[src/rtl/dmaw_pkg.sv]
package dmaw_pkg;
    localparam int DW         = 32;
    localparam int DESC_WORDS = 6;
    localparam int WIDX_W     = $clog2(DESC_WORDS);
    localparam logic [DW-1:0] CHAIN_END = 32'hFFFF_F800;

    localparam int W_CFG  = 0;
    localparam int W_SRC  = 1;
    localparam int W_DST  = 2;
    localparam int W_BCNT = 3;
    localparam int W_PARA = 4;
    localparam int W_LINK = 5;

    localparam logic [5:0] OFS_RUN   = 6'h00;
    localparam logic [5:0] OFS_PAUSE = 6'h04;
    localparam logic [5:0] OFS_START = 6'h08;
    localparam logic [5:0] OFS_CFG   = 6'h0C;
    localparam logic [5:0] OFS_SRC   = 6'h10;
    localparam logic [5:0] OFS_DST   = 6'h14;
    localparam logic [5:0] OFS_BCNT  = 6'h18;
    localparam logic [5:0] OFS_PARA  = 6'h1C;

    typedef enum logic [2:0] {
        ST_IDLE,
        ST_LOAD,
        ST_FETCH,
        ST_READY,
        ST_RUN
    } walk_st_e;

    typedef struct packed {
        walk_st_e          st;
        logic [WIDX_W-1:0] idx;
        logic [DW-1:0]     cur;
        logic              pkg;
        logic              qd;
    } walk_t;

    localparam walk_t WALK_RST = '{st: ST_IDLE, idx: '0, cur: '0, pkg: 1'b0, qd: 1'b0};

    typedef struct packed {
        logic [4:0] drq;
        logic [1:0] amode;
        logic [1:0] burst;
        logic [1:0] width;
    } side_cfg_t;

    typedef struct packed {
        logic          pause;
        logic [DW-1:0] start;
    } ctl_t;
endpackage

[src/rtl/dmaw_desc_store.sv]
module dmaw_desc_store
    import dmaw_pkg::*;
#(
    parameter int NWORDS = DESC_WORDS,
    localparam int IW    = $clog2(NWORDS)
) (
    input  logic                      clk,
    input  logic                      rst_n,
    input  logic                      we,
    input  logic [IW-1:0]             idx,
    input  logic [DW-1:0]             wdata,
    output logic [NWORDS-1:0][DW-1:0] words
);
    logic [NWORDS-1:0][DW-1:0] words_d, words_q;

    always_comb begin
        words_d = words_q;
        for (int i = 0; i < NWORDS; i++) begin
            if (we && (idx == IW'(i))) begin
                words_d[i] = wdata;
            end
        end
    end

    always_ff @(posedge clk or negedge rst_n) begin
        if (!rst_n) begin
            words_q <= '0;
        end else begin
            words_q <= words_d;
        end
    end

    assign words = words_q;
endmodule

[src/rtl/dmaw_cfg_decode.sv]
module dmaw_cfg_decode
    import dmaw_pkg::*;
#(
    parameter int BURST_LSB = 7
) (
    input  logic [DW-1:0] cfg,
    output side_cfg_t     src_side,
    output side_cfg_t     dst_side
);
    side_cfg_t sides [2];

    for (genvar h = 0; h < 2; h++) begin : g_half
        logic [15:0] half;
        assign half = cfg[16*h +: 16];
        assign sides[h] = '{drq:   half[4:0],
                            amode: half[6:5],
                            burst: half[BURST_LSB+1:BURST_LSB],
                            width: half[10:9]};
    end

    assign src_side = sides[0];
    assign dst_side = sides[1];
endmodule

[src/rtl/dmaw_walker.sv]
module dmaw_walker
    import dmaw_pkg::*;
(
    input  logic              clk,
    input  logic              rst_n,
    input  logic              start_req,
    input  logic              halt_req,
    input  logic              pause,
    input  logic [DW-1:0]     start_addr,
    input  logic [DW-1:0]     link_ptr,
    input  logic              mem_rvalid,
    input  logic              xfer_done,
    output logic              busy,
    output logic              mem_req,
    output logic [DW-1:0]     mem_addr,
    output logic              word_we,
    output logic [WIDX_W-1:0] word_idx,
    output logic              xfer_valid,
    output logic              pkg_done,
    output logic              queue_done,
    output logic [DW-1:0]     cur_addr
);
    localparam logic [WIDX_W-1:0] LAST_IDX = WIDX_W'(DESC_WORDS - 1);

    walk_t q, d;

    always_comb begin
        d     = q;
        d.pkg = 1'b0;
        d.qd  = 1'b0;
        unique case (q.st)
            ST_IDLE: begin
                if (start_req) begin
                    d.cur = start_addr;
                    d.st  = ST_LOAD;
                end
            end
            ST_LOAD: begin
                if (!pause) begin
                    d.idx = '0;
                    d.st  = ST_FETCH;
                end
            end
            ST_FETCH: begin
                if (mem_rvalid) begin
                    if (q.idx == LAST_IDX) d.st  = ST_READY;
                    else                   d.idx = q.idx + 1'b1;
                end
            end
            ST_READY: begin
                if (!pause) d.st = ST_RUN;
            end
            ST_RUN: begin
                if (xfer_done) begin
                    d.pkg = 1'b1;
                    if (link_ptr == CHAIN_END) begin
                        d.qd = 1'b1;
                        d.st = ST_IDLE;
                    end else begin
                        d.cur = link_ptr;
                        d.st  = ST_LOAD;
                    end
                end
            end
            default: d.st = ST_IDLE;
        endcase
        if (halt_req) begin
            d.st  = ST_IDLE;
            d.pkg = 1'b0;
            d.qd  = 1'b0;
        end
    end

    always_ff @(posedge clk or negedge rst_n) begin
        if (!rst_n) begin
            q <= WALK_RST;
        end else begin
            q <= d;
        end
    end

    assign busy       = (q.st != ST_IDLE);
    assign mem_req    = (q.st == ST_FETCH);
    assign mem_addr   = q.cur + (DW'(q.idx) << 2);
    assign word_we    = mem_req && mem_rvalid;
    assign word_idx   = q.idx;
    assign xfer_valid = (q.st == ST_RUN);
    assign pkg_done   = q.pkg;
    assign queue_done = q.qd;
    assign cur_addr   = q.cur;
endmodule

[src/rtl/dma_chain_walker.sv]
module dma_chain_walker
    import dmaw_pkg::*;
#(
    parameter int BURST_LSB = 7
) (
    input  logic          clk,
    input  logic          rst_n,
    input  logic          reg_we,
    input  logic [5:0]    reg_addr,
    input  logic [31:0]   reg_wdata,
    output logic [31:0]   reg_rdata,
    output logic          mem_req,
    output logic [31:0]   mem_addr,
    input  logic          mem_rvalid,
    input  logic [31:0]   mem_rdata,
    output logic          xfer_valid,
    output logic [31:0]   xfer_cfg,
    output logic [31:0]   xfer_src_addr,
    output logic [31:0]   xfer_dst_addr,
    output logic [31:0]   xfer_bcnt,
    output logic [7:0]    xfer_blk_size,
    output logic [7:0]    xfer_wait_cyc,
    output logic [4:0]    xfer_src_drq,
    output logic [4:0]    xfer_dst_drq,
    output logic          xfer_src_fixed,
    output logic          xfer_dst_fixed,
    output logic [1:0]    xfer_src_burst,
    output logic [1:0]    xfer_dst_burst,
    output logic [1:0]    xfer_src_width,
    output logic [1:0]    xfer_dst_width,
    input  logic          xfer_done,
    output logic          pkg_done,
    output logic          queue_done,
    output logic [31:0]   cur_desc_addr
);
    localparam logic [1:0] AMODE_FIXED = 2'd1;

    ctl_t ctl_d, ctl_q;
    logic run_wr, start_req, halt_req, busy, paused;
    logic word_we;
    logic [WIDX_W-1:0] word_idx;
    logic [DESC_WORDS-1:0][DW-1:0] words;
    side_cfg_t src_side, dst_side;

    assign run_wr    = reg_we && (reg_addr == OFS_RUN);
    assign start_req = run_wr && reg_wdata[0] && !busy;
    assign halt_req  = run_wr && !reg_wdata[0];
    assign paused    = ctl_q.pause;

    always_comb begin
        ctl_d = ctl_q;
        if (reg_we && (reg_addr == OFS_PAUSE)) ctl_d.pause = reg_wdata[0];
        if (reg_we && (reg_addr == OFS_START)) ctl_d.start = reg_wdata;
    end

    always_ff @(posedge clk or negedge rst_n) begin
        if (!rst_n) begin
            ctl_q <= '0;
        end else begin
            ctl_q <= ctl_d;
        end
    end

    dmaw_walker u_walker (
        .clk        (clk),
        .rst_n      (rst_n),
        .start_req  (start_req),
        .halt_req   (halt_req),
        .pause      (paused),
        .start_addr (ctl_q.start),
        .link_ptr   (words[W_LINK]),
        .mem_rvalid (mem_rvalid),
        .xfer_done  (xfer_done),
        .busy       (busy),
        .mem_req    (mem_req),
        .mem_addr   (mem_addr),
        .word_we    (word_we),
        .word_idx   (word_idx),
        .xfer_valid (xfer_valid),
        .pkg_done   (pkg_done),
        .queue_done (queue_done),
        .cur_addr   (cur_desc_addr)
    );

    dmaw_desc_store #(.NWORDS(DESC_WORDS)) u_store (
        .clk   (clk),
        .rst_n (rst_n),
        .we    (word_we),
        .idx   (word_idx),
        .wdata (mem_rdata),
        .words (words)
    );

    dmaw_cfg_decode #(.BURST_LSB(BURST_LSB)) u_decode (
        .cfg      (words[W_CFG]),
        .src_side (src_side),
        .dst_side (dst_side)
    );

    assign xfer_cfg       = words[W_CFG];
    assign xfer_src_addr  = words[W_SRC];
    assign xfer_dst_addr  = words[W_DST];
    assign xfer_bcnt      = words[W_BCNT];
    assign xfer_blk_size  = words[W_PARA][15:8];
    assign xfer_wait_cyc  = words[W_PARA][7:0];
    assign xfer_src_drq   = src_side.drq;
    assign xfer_dst_drq   = dst_side.drq;
    assign xfer_src_fixed = (src_side.amode == AMODE_FIXED);
    assign xfer_dst_fixed = (dst_side.amode == AMODE_FIXED);
    assign xfer_src_burst = src_side.burst;
    assign xfer_dst_burst = dst_side.burst;
    assign xfer_src_width = src_side.width;
    assign xfer_dst_width = dst_side.width;

    always_comb begin
        unique case (reg_addr)
            OFS_RUN:   reg_rdata = {31'b0, busy};
            OFS_PAUSE: reg_rdata = {31'b0, ctl_q.pause};
            OFS_START: reg_rdata = ctl_q.start;
            OFS_CFG:   reg_rdata = words[W_CFG];
            OFS_SRC:   reg_rdata = words[W_SRC];
            OFS_DST:   reg_rdata = words[W_DST];
            OFS_BCNT:  reg_rdata = words[W_BCNT];
            OFS_PARA:  reg_rdata = words[W_PARA];
            default:   reg_rdata = '0;
        endcase
    end
endmodule

[config.mk]
export PLATFORM = sky130hd
export DESIGN_NAME = dma_chain_walker
export DESIGN_NICKNAME = d
export VERILOG_FILES = /design/src/rtl/dmaw_pkg.sv /design/src/rtl/dmaw_desc_store.sv /design/src/rtl/dmaw_cfg_decode.sv /design/src/rtl/dmaw_walker.sv /design/src/rtl/dma_chain_walker.sv
export SDC_FILE = /design/constraint.sdc
export NUM_CORES = 1
export LEC_CHECK = 0
export ABC_AREA = 1
export CAP_MARGIN = 20
export CORE_UTILIZATION = 48
export DETAILED_ROUTE_END_ITERATION = 6
export GPL_TIMING_DRIVEN = 0
export PLACE_DENSITY = 0.78
export SLEW_MARGIN = 20
export SYNTH_ARGS = -nofsm -noshare
export SYNTH_HDL_FRONTEND = slang
export SYNTH_SLANG_ARGS = --single-unit
export TNS_END_PERCENT = 50
[constraint.sdc]
create_clock -name clk -period 4.8 [get_ports clk]
set_clock_uncertainty 0.1 [all_clocks]
set_input_delay 1.44 -clock clk [delete_from_list [all_inputs] [get_ports clk]]
set_output_delay 1.44 -clock clk [all_outputs]
set_load 0.03 [all_outputs]
==> reports/results.md <==
| Quantity | Reported |
|:---|:---|
| Outcome | completed |
| Path type of the worst setup path | in -> out |
| Sequential Area | 6630 um^2 |
| Final Max Tran Viols | 0 |
| Syn Inst Count | 1641 |
| Kind of cell with the highest combined delay on the critical path | buffers and inverters |
| Relative slew margins | 65.1% |
| Number of buffers inserted during clock tree synthesis | 28 |
| Routed vias | 13100 |
| Die Span X | 172 um |
| Final hold viol count | 0 |
| Initial core utilization | 48.7% |
| Final setup viols | 0 |
| Number of buffers inserted by port buffering | 338 |
| Cell Chain, Critical Path | dlygate4sd2_1, inv_1, nand2_4, nor3_4, clkbuf_4, nand2_1, nand4_1, clkdlybuf4s15_2 |
| Clock network latency to the later pin of the worst-skew pair | 0.55 ns |
| TritonCTS clock tree | done |
| Core Region | 28600 um^2 |
| Post-synthesis cell type with the largest combined area | dfrtp_1 |
| Transition at the pin with the smallest max-transition slack | 0.523 ns |
| Number of antenna violations at the first check in global routing | 1 |
| Ratio of routed vias to standard cells | 5.43 |
| Share of cells above drive strength 1 | 20.9% |
| Register area share after synthesis | 47.6% |
| Average wire per cell in the routed design | 20.2 um |
| Worst supply voltage drop on vdd | 0.353 mV |
| Critical path required time | 3.26 ns |
| DR pass1 iterations | 6 |
| Clock slew seen by the registers of the worst setup and hold paths | 0.06 ns |
| Total standard cell area after synthesis | 13900 um^2 |
| Maximum number of pins on one net before global-route repair | 82 |
| Worst hold slack after final layout | 0.393 ns |
| Number of buffers and inverters on the critical path | 4 |
| Mean area per synthesized cell | 8.49 um^2 |
| Type of origin of the critical path | primary input |
| Min Clock Period, post-route | 4.74 ns |
| Power, Total | 11.4 mW |
| DRC | 0 |
| Cell at the root of the clock tree | clkbuf_16 |
| H-tree Lvls | 1 |
| Leak pwr | 9.14 nW |
| Fmax achieved | 211 MHz |
| Max Fanout on Critical Path | 10 |
| Placement row count | 62 |
| Number of DRC markers after the initial detailed-route iteration | 1372 |
| Maximum number of buffers from clock root to sink | 3 |
| I/O pin count | 339 |
| Placed inst area | 17900 um^2 |
| Cell with the biggest individual delay on the critical path | nor3_4 |
| Wire length after detailed routing | 48.9 mm |
| Placed instance count | 2366 |
| Nets | 2101 |
| Vias in the first global route | 12600 |
| Post-synth net total | 1725 |
| Wire length of the first global-routing pass | 72.8 mm |
| Setup repair after global routing missed its margin | yes |
| Detailed Place HPWL | 37.3 mm |
| Area of the multi-input gates | 5190 um^2 |
| Critical Path AT | 3.20 ns |
| Ys Warns | 0 |
| Biggest area contributors in the synthesized netlist | dfrtp_1, nand2_1, buf_4 |
| Post-route cell area | 19100 um^2 |
| CTS Sinks | 265 |
| Cts-stage hold buffer count | 0 |
| Antenna-violating nets left | 0 |
| GR Util All Layers | 32.9% |
| Fillcell total | 2332 |
| Nature of the critical path endpoint | primary output |
| Global route overflow | 0 |
| Y dimension of the die | 172 um |
| Yosys reg bits | 265 |
| Area growth syn-to-layout | 36.9% |
| Count of cell types in the netlist | 35 |
| Worst min-delay path category | reg -> reg |
| Total power per unit cell area | 598 nW/um^2 |
| Max-capacitance violation count | 0 |
| Share of Yosys cell area claimed by the top area cell type | 47.6% |
| Crit path largest cell delay | 0.37 ns |
| Die outline area | 29700 um^2 |
| Share of the cycle needed by the critical path after routing | 98.8% |
| Global placement routability congestion | 0.916 |
| Count of non-filler cells in the finished layout | 2423 |
-- flip-flops by register name, summed over array words and instances (netlist names) --
signal and flops:
u_walker.queue_done 1, u_walker.cur_addr 32, u_walker.pkg_done 1, u_walker.q 3, u_store.words 192, paused 1
ctl_q 32, u_walker.word_idx 3
-- final timing paths --
check                                startpoint                     to  slack [ns]  depth (start not counted)
setup / recovery                    reg_addr[5]          reg_rdata[12]        0.06                          8
hold / removal               u_store.words[147]     u_store.words[147]        0.39                          2
setup reg to reg           u_walker.word_idx[2]     u_store.words[114]        2.58                          5
hold reg to reg              u_store.words[147]     u_store.words[147]        0.39                          2
max in group asynchronous                 rst_n      u_store.words[40]        2.71                          3
min in group asynchronous                 rst_n  u_walker.cur_addr[15]        0.75                          1
-- final cells by class --
class                   count  area share, %
diodes                      1         0.0131
plain buffers             273           10.1
clock buffers              41           4.41
clock inverters            10          0.820
inverters                  99           1.96
multi-input cells        1004           27.2
flip-flops and latches    265           34.8
well taps                 384           2.52
repair buffers            346           18.2
-- power by group --
group	switching (mW)	internal, mW	total, mW
Clock	0.907	1.43	2.33
Combinational	3.03	2.46	5.49
Sequential	0.719	2.86	3.58
-- kinds of logic (layout without fill, tap and decap cells) --
logic type | Yosys count | after routing | share of synthesized area (%)
fa+ha+maj | 9 | 9 | 0.862
flops | 265 | 265 | 47.6
simple gates | 637 | 637 | 19.8
mux | 25 | 25 | 2.02
xor+xnor | 26 | 26 | 1.63
compound gates | 307 | 307 | 12.1
buf+inv | 372 | 769 | 16.0
other cells | 0 | 1 | 0
-- placed cells by master, fill, tap and decap left out, types with 5 or more instances in the layout --
cell | netlist | routed
nand3_1 | 81 | 81
buf_2 | 52 | 53
a22oi_1 | 50 | 40
nand3_4 | 5 | 5
mux2_2 | 25 | 25
ha_1 | 8 | 8
a21oi_1 | 15 | 15
dfrtp_1 | 265 | 265
nand4_1 | 43 | 43
nand2_1 | 435 | 432
xnor2_1 | 11 | 11
clkdlybuf4s15_2 | 0 | 20
o22ai_1 | 6 | 6
clkbuf_2 | 0 | 10
clkbuf_8 | 0 | 9
xor2_1 | 15 | 15
inv_1 | 95 | 92
nor3_1 | 10 | 7
inv_2 | 3 | 5
nor2_2 | 4 | 9
a22oi_2 | 0 | 10
dlygate4sd2_1 | 0 | 8
o21ai_0 | 71 | 71
nor2_1 | 46 | 41
clkbuf_1 | 21 | 15
buf_6 | 3 | 8
clkdlybuf4s50_1 | 0 | 284
o21ai_1 | 164 | 164
buf_4 | 197 | 207
clkbuf_16 | 0 | 29
dlymetal6s2s_1 | 0 | 7
-- tightest hold or removal path, stage by stage (launching register included) --
cell and delay, ns:
dfrtp_1 0.35, nand2_1 0.05, o21ai_1 0.06
-- routing by layer --
metal	wire length, um	up-vias	track usage (%)	part of all wire [%]
met5	0	-	0	0
met4	1710	0	12.2	3.5
met3	4690	113	5.70	9.6
met2	23200	760	53.8	47
met1	19300	6304	43.9	39
li1	-	5971	-	-
-- metrics by stage --
stage                TNS, ns  setup WS (ns)  utilization (%)
floorplan                  0          0.710                -
global placement    -2387.00          -8.90             62.2
detailed placement    -36.10          -1.28             62.5
CTS                        0        0.00186             66.6
global route        -0.00778       -0.00483             66.6
finish                     0         0.0561             66.6
-- timing repair --
| action | in CTS | in global routing |
|---|---|---|
| gates resized for setup | 164 | 48 |
| setup buffers | 2 | 3 |
| setup endpoints to repair | 42 | 45 |
| pin swaps | 2 | 3 |
-- synth_stat cells (all sizes together) --
master and count:
o22ai 6, mux2 25, clkbuf 21, a22oi 50, buf 252, nand3b 2
nor4 1, nor3b 1, nor3 11, xor2 15, a21boi 1, ha 8
inv 98, nor2 53, o21ai 235, xnor2 11, nand3 87, fa 1
clkinv 1, dfrtp 265, nand4 43, nand2 439, a21oi 15
Power figures use the tool's default switching activity.
